===== src/rtl/ctm_pkg.sv =====
package ctm_pkg;
    localparam int unsigned CTM_A_CTRL   = 0;
    localparam int unsigned CTM_A_COUNT  = 1;
    localparam int unsigned CTM_A_RELOAD = 2;
    localparam int unsigned CTM_A_CAPT   = 3;
    localparam int unsigned CTM_A_RAW    = 4;
    localparam int unsigned CTM_A_MSTAT  = 5;
    localparam int unsigned CTM_A_IEN    = 6;
    localparam int unsigned CTM_A_SYS    = 7;
    localparam int unsigned CTM_A_IFCFG  = 8;

    typedef enum logic [1:0] {
        EDGE_NONE = 2'd0,
        EDGE_RISE = 2'd1,
        EDGE_ANY  = 2'd2,
        EDGE_RSVD = 2'd3
    } ctm_edge_e;

    // bit 4 pin_in, bits 3:2 edge_mode, bit 1 reload_en, bit 0 run
    typedef struct packed {
        logic      pin_in;
        ctm_edge_e edge_mode;
        logic      reload_en;
        logic      run;
    } ctm_ctrl_t;

    localparam int unsigned CTM_CTRL_W = $bits(ctm_ctrl_t);
endpackage


===== src/rtl/ctm_edge_det.sv =====
module ctm_edge_det #(
    parameter int unsigned SYNC_STAGES = 2
) (
    input  logic clk,
    input  logic rst_n,
    input  logic clr,
    input  logic pin,
    output logic rise,
    output logic fall
);
    localparam int unsigned MSB = SYNC_STAGES - 1;

    typedef struct packed {
        logic [SYNC_STAGES-1:0] sync;
        logic                   prev;
    } edge_st_t;

    edge_st_t st_q, st_d;

    always_comb begin
        st_d = st_q;
        if (clr) begin
            st_d = '0;
        end else begin
            st_d.sync = {st_q.sync[SYNC_STAGES-2:0], pin};
            st_d.prev = st_q.sync[MSB];
        end
    end

    always_ff @(posedge clk or negedge rst_n) begin
        if (!rst_n) st_q <= '0;
        else        st_q <= st_d;
    end

    assign rise = st_q.sync[MSB] & ~st_q.prev;
    assign fall = ~st_q.sync[MSB] & st_q.prev;

    // a detected transition is reported for one cycle only
    a_r5_edge_single: assert property (@(posedge clk) disable iff (!rst_n)
        (rise && !clr) |=> !rise);
endmodule


===== src/rtl/ctm_counter.sv =====
module ctm_counter #(
    parameter int unsigned DW = 32
) (
    input  logic          clk,
    input  logic          rst_n,
    input  logic          clr,
    input  logic          run,
    input  logic          reload_en,
    input  logic          ld,
    input  logic [DW-1:0] ld_val,
    input  logic [DW-1:0] rld_val,
    output logic [DW-1:0] cnt,
    output logic          wrap
);
    localparam logic [DW-1:0] CNT_MAX = '1;

    typedef struct packed {
        logic [DW-1:0] cnt;
    } cnt_st_t;

    cnt_st_t st_q, st_d;

    always_comb begin
        st_d = st_q;
        if (clr) begin
            st_d.cnt = '0;
        end else if (ld) begin
            st_d.cnt = ld_val;
        end else if (run) begin
            if (st_q.cnt == CNT_MAX) st_d.cnt = reload_en ? rld_val : '0;
            else                     st_d.cnt = st_q.cnt + 1'b1;
        end
    end

    always_ff @(posedge clk or negedge rst_n) begin
        if (!rst_n) st_q <= '0;
        else        st_q <= st_d;
    end

    assign cnt  = st_q.cnt;
    assign wrap = run & ~ld & ~clr & (st_q.cnt == CNT_MAX);

    a_r2_step: assert property (@(posedge clk) disable iff (!rst_n)
        (run && !ld && !clr && cnt != CNT_MAX) |=> cnt == $past(cnt) + 1'b1);

    a_r3_reload: assert property (@(posedge clk) disable iff (!rst_n)
        (wrap && reload_en) |=> cnt == $past(rld_val));

    a_r4_wrap_zero: assert property (@(posedge clk) disable iff (!rst_n)
        (wrap && !reload_en) |=> cnt == '0);
endmodule


===== src/rtl/capture_timer.sv =====
module capture_timer
    import ctm_pkg::*;
#(
    parameter int unsigned DW          = 32,
    parameter int unsigned AW          = 4,
    parameter int unsigned RST_CYCLES  = 4,
    parameter int unsigned SYNC_STAGES = 2
) (
    input  logic          clk,
    input  logic          rst_n,
    input  logic          wr_en,
    input  logic [AW-1:0] wr_addr,
    input  logic [DW-1:0] wr_data,
    input  logic [AW-1:0] rd_addr,
    output logic [DW-1:0] rd_data,
    input  logic          cap_pin,
    output logic          pin_oe,
    output logic          irq
);
    localparam int unsigned RCW = $clog2(RST_CYCLES + 1);

    typedef struct packed {
        ctm_ctrl_t     ctrl;
        logic [DW-1:0] rld;
        logic [DW-1:0] capt;
        logic          flag;
        logic          ien;
        logic [RCW-1:0] rcnt;
    } regs_t;

    regs_t q, d;

    logic          busy, sys_wr, blk_clr;
    logic          we_ctrl, we_count, we_rld, we_mstat, we_ien;
    logic          rise, fall, qual, take;
    logic [DW-1:0] cnt;
    logic          cnt_wrap;

    function automatic logic addr_is(input logic [AW-1:0] a, input int unsigned idx);
        return a == AW'(idx);
    endfunction

    assign busy     = (q.rcnt != '0);
    assign we_ctrl  = wr_en && !busy && addr_is(wr_addr, CTM_A_CTRL);
    assign we_count = wr_en && !busy && addr_is(wr_addr, CTM_A_COUNT);
    assign we_rld   = wr_en && !busy && addr_is(wr_addr, CTM_A_RELOAD);
    assign we_mstat = wr_en && !busy && addr_is(wr_addr, CTM_A_MSTAT);
    assign we_ien   = wr_en && !busy && addr_is(wr_addr, CTM_A_IEN);
    assign sys_wr   = wr_en && !busy && addr_is(wr_addr, CTM_A_SYS) && wr_data[0];
    assign blk_clr  = busy || sys_wr;

    ctm_edge_det #(.SYNC_STAGES(SYNC_STAGES)) u_edge (
        .clk  (clk),
        .rst_n(rst_n),
        .clr  (blk_clr),
        .pin  (cap_pin),
        .rise (rise),
        .fall (fall)
    );

    ctm_counter #(.DW(DW)) u_cnt (
        .clk      (clk),
        .rst_n    (rst_n),
        .clr      (blk_clr),
        .run      (q.ctrl.run),
        .reload_en(q.ctrl.reload_en),
        .ld       (we_count),
        .ld_val   (wr_data),
        .rld_val  (q.rld),
        .cnt      (cnt),
        .wrap     (cnt_wrap)
    );

    always_comb begin
        unique case (q.ctrl.edge_mode)
            EDGE_RISE: qual = rise;
            EDGE_ANY:  qual = rise | fall;
            default:   qual = 1'b0;
        endcase
        qual = qual & q.ctrl.pin_in;
        take = qual & ~q.flag;
    end

    always_comb begin
        d = q;
        if (busy) begin
            d      = '0;
            d.rcnt = q.rcnt - 1'b1;
        end else if (sys_wr) begin
            d      = '0;
            d.rcnt = RCW'(RST_CYCLES);
        end else begin
            if (take) begin
                d.capt = cnt;
                d.flag = 1'b1;
            end else if (we_mstat && wr_data[0]) begin
                d.flag = 1'b0;
            end
            if (we_ctrl)                                d.ctrl = ctm_ctrl_t'(wr_data[CTM_CTRL_W-1:0]);
            else if (cnt_wrap && !q.ctrl.reload_en)     d.ctrl.run = 1'b0;
            if (we_rld) d.rld = wr_data;
            if (we_ien) d.ien = wr_data[0];
        end
    end

    always_ff @(posedge clk or negedge rst_n) begin
        if (!rst_n) q <= '0;
        else        q <= d;
    end

    always_comb begin
        rd_data = '0;
        case (rd_addr)
            AW'(CTM_A_CTRL):   rd_data[CTM_CTRL_W-1:0] = q.ctrl;
            AW'(CTM_A_COUNT):  rd_data = cnt;
            AW'(CTM_A_RELOAD): rd_data = q.rld;
            AW'(CTM_A_CAPT):   rd_data = q.capt;
            AW'(CTM_A_RAW):    rd_data[0] = q.flag;
            AW'(CTM_A_MSTAT):  rd_data[0] = q.flag & q.ien;
            AW'(CTM_A_IEN):    rd_data[0] = q.ien;
            AW'(CTM_A_IFCFG):  rd_data[0] = busy;
            default:           rd_data = '0;
        endcase
    end

    assign irq    = q.flag & q.ien;
    assign pin_oe = ~q.ctrl.pin_in;

    a_r8_capt_held: assert property (@(posedge clk) disable iff (!rst_n)
        (q.flag && !(we_mstat && wr_data[0]) && !blk_clr) |=> ($stable(q.capt) && q.flag));

    a_r10_raw_write_ignored: assert property (@(posedge clk) disable iff (!rst_n)
        (q.flag && wr_en && addr_is(wr_addr, CTM_A_RAW) && !busy) |=> q.flag);

    a_r11_quiet_while_busy: assert property (@(posedge clk) disable iff (!rst_n)
        busy |-> (q.ctrl == '0 && !q.flag && cnt == '0 && !irq));

    a_r7_input_needed: assert property (@(posedge clk) disable iff (!rst_n)
        $rose(q.flag) |-> $past(q.ctrl.pin_in));

    a_r4_run_drop: assert property (@(posedge clk) disable iff (!rst_n)
        (cnt_wrap && !q.ctrl.reload_en && !we_ctrl) |=> !q.ctrl.run);
endmodule


===== config.mk =====
export PLATFORM = sky130hd
export DESIGN_NAME = capture_timer
export DESIGN_NICKNAME = d
export VERILOG_FILES = /design/src/rtl/ctm_pkg.sv /design/src/rtl/ctm_edge_det.sv /design/src/rtl/ctm_counter.sv /design/src/rtl/capture_timer.sv
export SDC_FILE = /design/constraint.sdc
export NUM_CORES = 1
export LEC_CHECK = 0
export BUFFER_PORTS_ARGS = -buffer_cell sky130_fd_sc_hd__buf_2
export CORE_ASPECT_RATIO = 2
export CORE_MARGIN = 5
export CORE_UTILIZATION = 47
export CTS_CLUSTER_SIZE = 20
export DETAILED_ROUTE_END_ITERATION = 10
export PLACE_DENSITY = 0.66
export SYNTH_ARGS = -nofsm -noshare
export SYNTH_HDL_FRONTEND = slang
export SYNTH_SLANG_ARGS = --single-unit

===== constraint.sdc =====
create_clock -name clk -period 2.7 [get_ports clk]
set_input_delay 0.54 -clock clk [delete_from_list [all_inputs] [get_ports clk]]
set_output_delay 0.54 -clock clk [all_outputs]
set_load 0.02 [all_outputs]

=== Word level (Yosys, flattened, before mapping) ===
Index checks and enable logic that the tools add are counted.

* Eq/ne operators: 15
* Add/sub/neg operators: 2
* Reduce and logical (&&, ||, !) cells: 24
* Bitwise gates (word level): 15
* Mux-type cells: 21

{| class="wikitable"
|+ Operators with widths
! kind !! number
|-
| 32-bit two-way mux || 7
|-
| 27-bit case mux with 3 select lines || 1
|-
| 74-bit two-way mux || 1
|-
| 71-bit two-way mux || 1
|-
| 32-bit by 1-bit adder with 32-bit output (second input constant) || 1
|-
| 32-bit == test (second input constant) || 1
|-
| 4-bit by 3-bit == test with 1-bit output (second input constant) || 6
|-
| 3-bit nonzero test || 6
|-
| 4-bit case mux with 4 select lines || 1
|-
| 4-bit by 2-bit == test with 1-bit output (second input constant) || 3
|-
| 1-bit logical AND || 10
|-
| 1-bit AND || 8
|-
| 4-bit by 1-bit == test with 1-bit output (second input constant) || 2
|-
| 4-bit logical NOT || 2
|-
| 1-bit case mux with 8 select lines || 1
|-
| 4-bit nonzero test || 2
|-
| 3-bit two-way mux || 2
|-
| 1-bit inverter || 6
|-
| 1-bit two-way mux || 5
|-
| 4-bit == test (second input constant) || 1
|-
| 4-bit two-way mux || 1
|-
| 3-bit by 1-bit subtractor with 3-bit output (second input constant) || 1
|-
| 2-bit by 1-bit == test with 1-bit output (second input constant) || 1
|-
| 2-bit == test (second input constant) || 1
|-
| other kinds (5) || 6
|}

* Input bits: 44
* Logic and storage cells: 89
* Register bits after elaboration: 109

=== Longest topological paths before layout ===
* Depth in word-level cells: 14
* Depth in mapped cells: 9
* Mapped depth without buffers: 7

=== Hierarchy ===
Synthesis repeated with hierarchy kept, for this count alone.

* Cell total of the unflattened synthesis: 822
* Area total of the unflattened synthesis: 7094.3 um^2

{| class="wikitable"
|+ By module, submodules not included
! module !! area an instance (um^2) !! times used !! cells each
|-
| capture_timer || 4265.3 || 1 || 469
|-
| ctm_counter || 2722.6 || 1 || 345
|-
| ctm_edge_det || 106.4 || 1 || 8
|}

=== Least setup slack after synthesis ===
Ideal clock, no wire load.

* Path type: in2out
* Start point: input rd_addr[1]
* End point: output rd_data[11]
* Stages: 5
* Slack: 259 ps
* Arrival: 1901 ps
* Cell sequence: clkbuf_1 > buf_1 > mux2_2 > a22oi_1 > nor2_1

* Cells in the longest elaborated chain, start to end: 2

{| class="wikitable"
|+ Ends and longest elaborated chain
! item !! RTL line !! source
|-
| start, declared || capture_timer.sv:14 || <nowiki>input logic [AW-1:0] rd_addr,</nowiki>
|-
| 4-bit by 2-bit == test with 1-bit output or 4-bit by 1-bit == test with 1-bit output (tied branches) || capture_timer.sv:113 || <nowiki>case (rd_addr)</nowiki>
|-
| 27-bit case mux with 3 select lines (*) || capture_timer.sv:113 ||
|-
| end, declared || capture_timer.sv:15 || <nowiki>output logic [DW-1:0] rd_data,</nowiki>
|}

Mark *: on every way between the ends. The rest lies on a longest branch, timed or not.

=== Final worst setup path ===
* Start point: input rd_addr[1]
* End point: output rd_data[23]

Same word-level chain as after synthesis.

==> metrics.txt <==
fillcell total=1368; post_cts resized=0; WL per Instance=21.2 µm; Max VDD drop=0.379 mV; final worst path period need=2490 ps; GR Util All Layers=26.5%; Worst Tran Pin Value=917 ps; Critical path buffers and inverters=3; Rel. slew slack=38.9%; H-tree Lvls=3; Post-Synth Simple-Gate Area=24.8%; Via Count=6566; Yosys top cell by area=dfrtp_1; core box area=14400 µm²; Compound-Gate Fraction of Synth Area=18.6%; Mapped Nets=853; Post-CTS Setup Inserts=0; clk buf depth=2; initial core utilization=47.6%; Peak Freq=0.402 GHz; max-cap violation count=0; Worst path max stage delay=360 ps; Layout area overhead=13.8%; setup TNS=0 ps; sw frac=35.8%; Final setup viols=0; Sw Pwr=0.00175 W; # DRC=0; initial drt markers=544; sequential share of power=47.2%; drt first pass iters=6; clock latency at the later pin of the worst-skew pair=350 ps; CP arrival=1950 ps; ys flop type=dfrtp_1; number of global-route vias before repair=6504; clock skew=11.4 ps; internal power=0.00314 W; outcome=complete, no violations; initial antenna violation count=0; TritonCTS Buffers=9; Worst-path clk slew=80 ps; #FFs+latches synth=109; overflow left after global routing=0; number of flops mapped to enable cells by yosys=0; most frequent cells after synthesis=163 x nand2_1, 109 x dfrtp_1, 80 x a21oi_1, 47 x nor2_1, 39 x clkbuf_1; Combinational Power Share=26.9%; Critical Path RT=2160 ps; share of layout cells above drive strength 1=21.8%; post-synth top area share=39.9%; worst r2r dst=u_cnt.cnt[30]; PortBufs=77; RSZ-0062 raised after global routing=false; CP Capture Type=output pin; PD cells=629 nW/µm²; first-pass GRT wire length=35300 µm; slowest cell on the critical path=mux2_2; die area=17200 µm²; asr flop ratio synth=100%; Clock power frac=25.9%; P_leak=3.34 nW; critical setup path kind=in -> out; largest family of logic cells by synthesized area=simple AND/OR/NAND/NOR gates; post-layout util=54.2%; critical path peak fanout=18; Final Cycle Share=92.2%; Inserted Diodes=0; Reg2Reg Depth=6; Final Net Count=904; Hold Vio Cnt, Final=0; max-slew violations=0; pre-CTS setup slack=76.3 ps; gpl congestion=0.914; Die Ht=180 µm; Syn Inst Count=805; synthesized area=6830 µm²; Row Count=62; DRT Wirelength=22300 µm; CP top delay family=buffers and inverters; Post-Synth XOR/XNOR Area=2.18%; count leader, synth=nand2_1; area occupied by multi-input gates=3710 µm²; Ports=78; die width=95.2 µm; YS warnings=0; final worst setup slack=210 ps; Root Buffer=clkbuf_16; Hold-fix buffers, CTS=0; FF-to-FF Start=u_cnt.cnt[1]; Adder-Cell Fraction of Synth Area=0.733%; HPWL Detailed=15400 µm; register area share after synthesis=39.9%; pin count of the biggest net entering global routing=53; register area=2730 µm²; vias per cell=6.24; Avg Cell Area, Syn=8.48 µm²; Worst Setup Start Kind=input pin; Yosys cell types=65; worst hold path type=in -> async; r2r setup slk=250 ps; CTS tree=yes; mux share of post-synthesis cell area=7.46%; top cells by area, synth=dfrtp_1 40%, nand2_1 9.0%, a21oi_1 5.9%; Clock Sinks=109; crit-path cells=clkbuf_4 > buf_4 > mux2_2 > a22oi_1 > nor2_1 > buf_2; antenna-violating nets left=0
-- area by class of cell --
type	instances	share of cell area, %
clock buffers	9	2.90
well taps	192	3.09
inverters	10	0.483
flip-flops and latches	109	35.1
repair buffers	119	10.0
clock inverters	7	0.660
multi-input cells	607	47.7
-- per-layer routing --
layer | wire [µm] | share of wire [%] | GRT usage, %
met4 | 869 | 3.9 | 10.9
met2 | 11700 | 53 | 45.7
met5 | 0 | 0 | 0
met3 | 1200 | 5.4 | 3.43
met1 | 8480 | 38 | 32.7
-- cells by family (layout without fill, tap and decap cells) --
logic type	after synthesis	after routing
mux	41	41
xor+xnor	17	17
flops	109	109
buf+inv	89	145
simple gates	343	343
fa+ha+maj	4	4
compound gates	202	202
-- metrics by stage --
stage / hold slack, ps / cell area, µm² / std cells / power [W]
floorplan: 244 / 6830 / 805 / 0.00315
global placement: 454 / 7490 / 1037 / 0.00357
detailed placement: 453 / 7490 / 1037 / 0.00363
CTS: 176 / 7770 / 1053 / 0.00490
global route: 193 / 7770 / 1053 / 0.00515
finish: 162 / 7770 / 1053 / 0.00489
-- worst max path at each step --
stage / startpoint / end / slack [ps] / cells past startpoint
detailed placement: rd_addr[1] / rd_data[23] / 80 / 6
CTS: rd_addr[1] / rd_data[23] / 70 / 6
finish: rd_addr[1] / rd_data[23] / 210 / 6
global route: u_cnt.cnt[1] / u_cnt.cnt[30] / 90 / 6
floorplan: rd_addr[1] / rd_data[11] / 260 / 5
global placement: rd_addr[1] / rd_data[23] / 130 / 6
-- power groups by stage --
stage / Combinational (W) / Sequential, W / Clock, W
CTS: 0.00131 / 0.00230 / 0.00129
detailed placement: 0.00130 / 0.00233 / 0
finish: 0.00132 / 0.00231 / 0.00127
global route: 0.00144 / 0.00234 / 0.00136
global placement: 0.00126 / 0.00231 / 0
floorplan: 0.00105 / 0.00210 / 0
-- cell usage in the layout, fill, tap and decap left out, types with 4 or more instances in the layout --
cell | synthesis | routed
a211oi_1 | 8 | 8
a21oi_1 | 80 | 80
a22oi_1 | 31 | 31
a311oi_1 | 11 | 11
a31oi_1 | 10 | 10
and2_1 | 4 | 4
and3_1 | 6 | 6
and4_1 | 6 | 6
buf_12 | 0 | 6
buf_2 | 22 | 75
buf_4 | 7 | 37
clkbuf_16 | 0 | 9
dfrtp_1 | 109 | 109
ha_1 | 4 | 4
inv_1 | 10 | 10
mux2_2 | 29 | 29
mux2i_1 | 7 | 7
mux4_2 | 5 | 5
nand2_1 | 163 | 163
nand3_1 | 34 | 34
nand4_1 | 15 | 15
nor2_1 | 47 | 47
nor2b_1 | 6 | 5
nor3_1 | 7 | 7
nor3b_1 | 4 | 4
nor4_1 | 9 | 8
o211ai_1 | 9 | 9
o21ai_0 | 23 | 23
o21ai_1 | 6 | 5
o31ai_1 | 6 | 6
or3_1 | 16 | 16
or4_1 | 4 | 4
xnor2_1 | 5 | 5
xor2_1 | 12 | 12
-- sequential cells by signal, summed over array words and instances (netlist names) --
name and count:
u_cnt.cnt 32, u_edge.st_q 3, q 74
-- worst reg2reg max path, cell delays in order, from the launching register on --
cell      delay [ps]
dfrtp_1          470
ha_1             260
nand3_2          280
nor2_1           540
nand4_1          230
xor2_1           210
a311oi_1         360
Power figures use the tool's default switching activity.
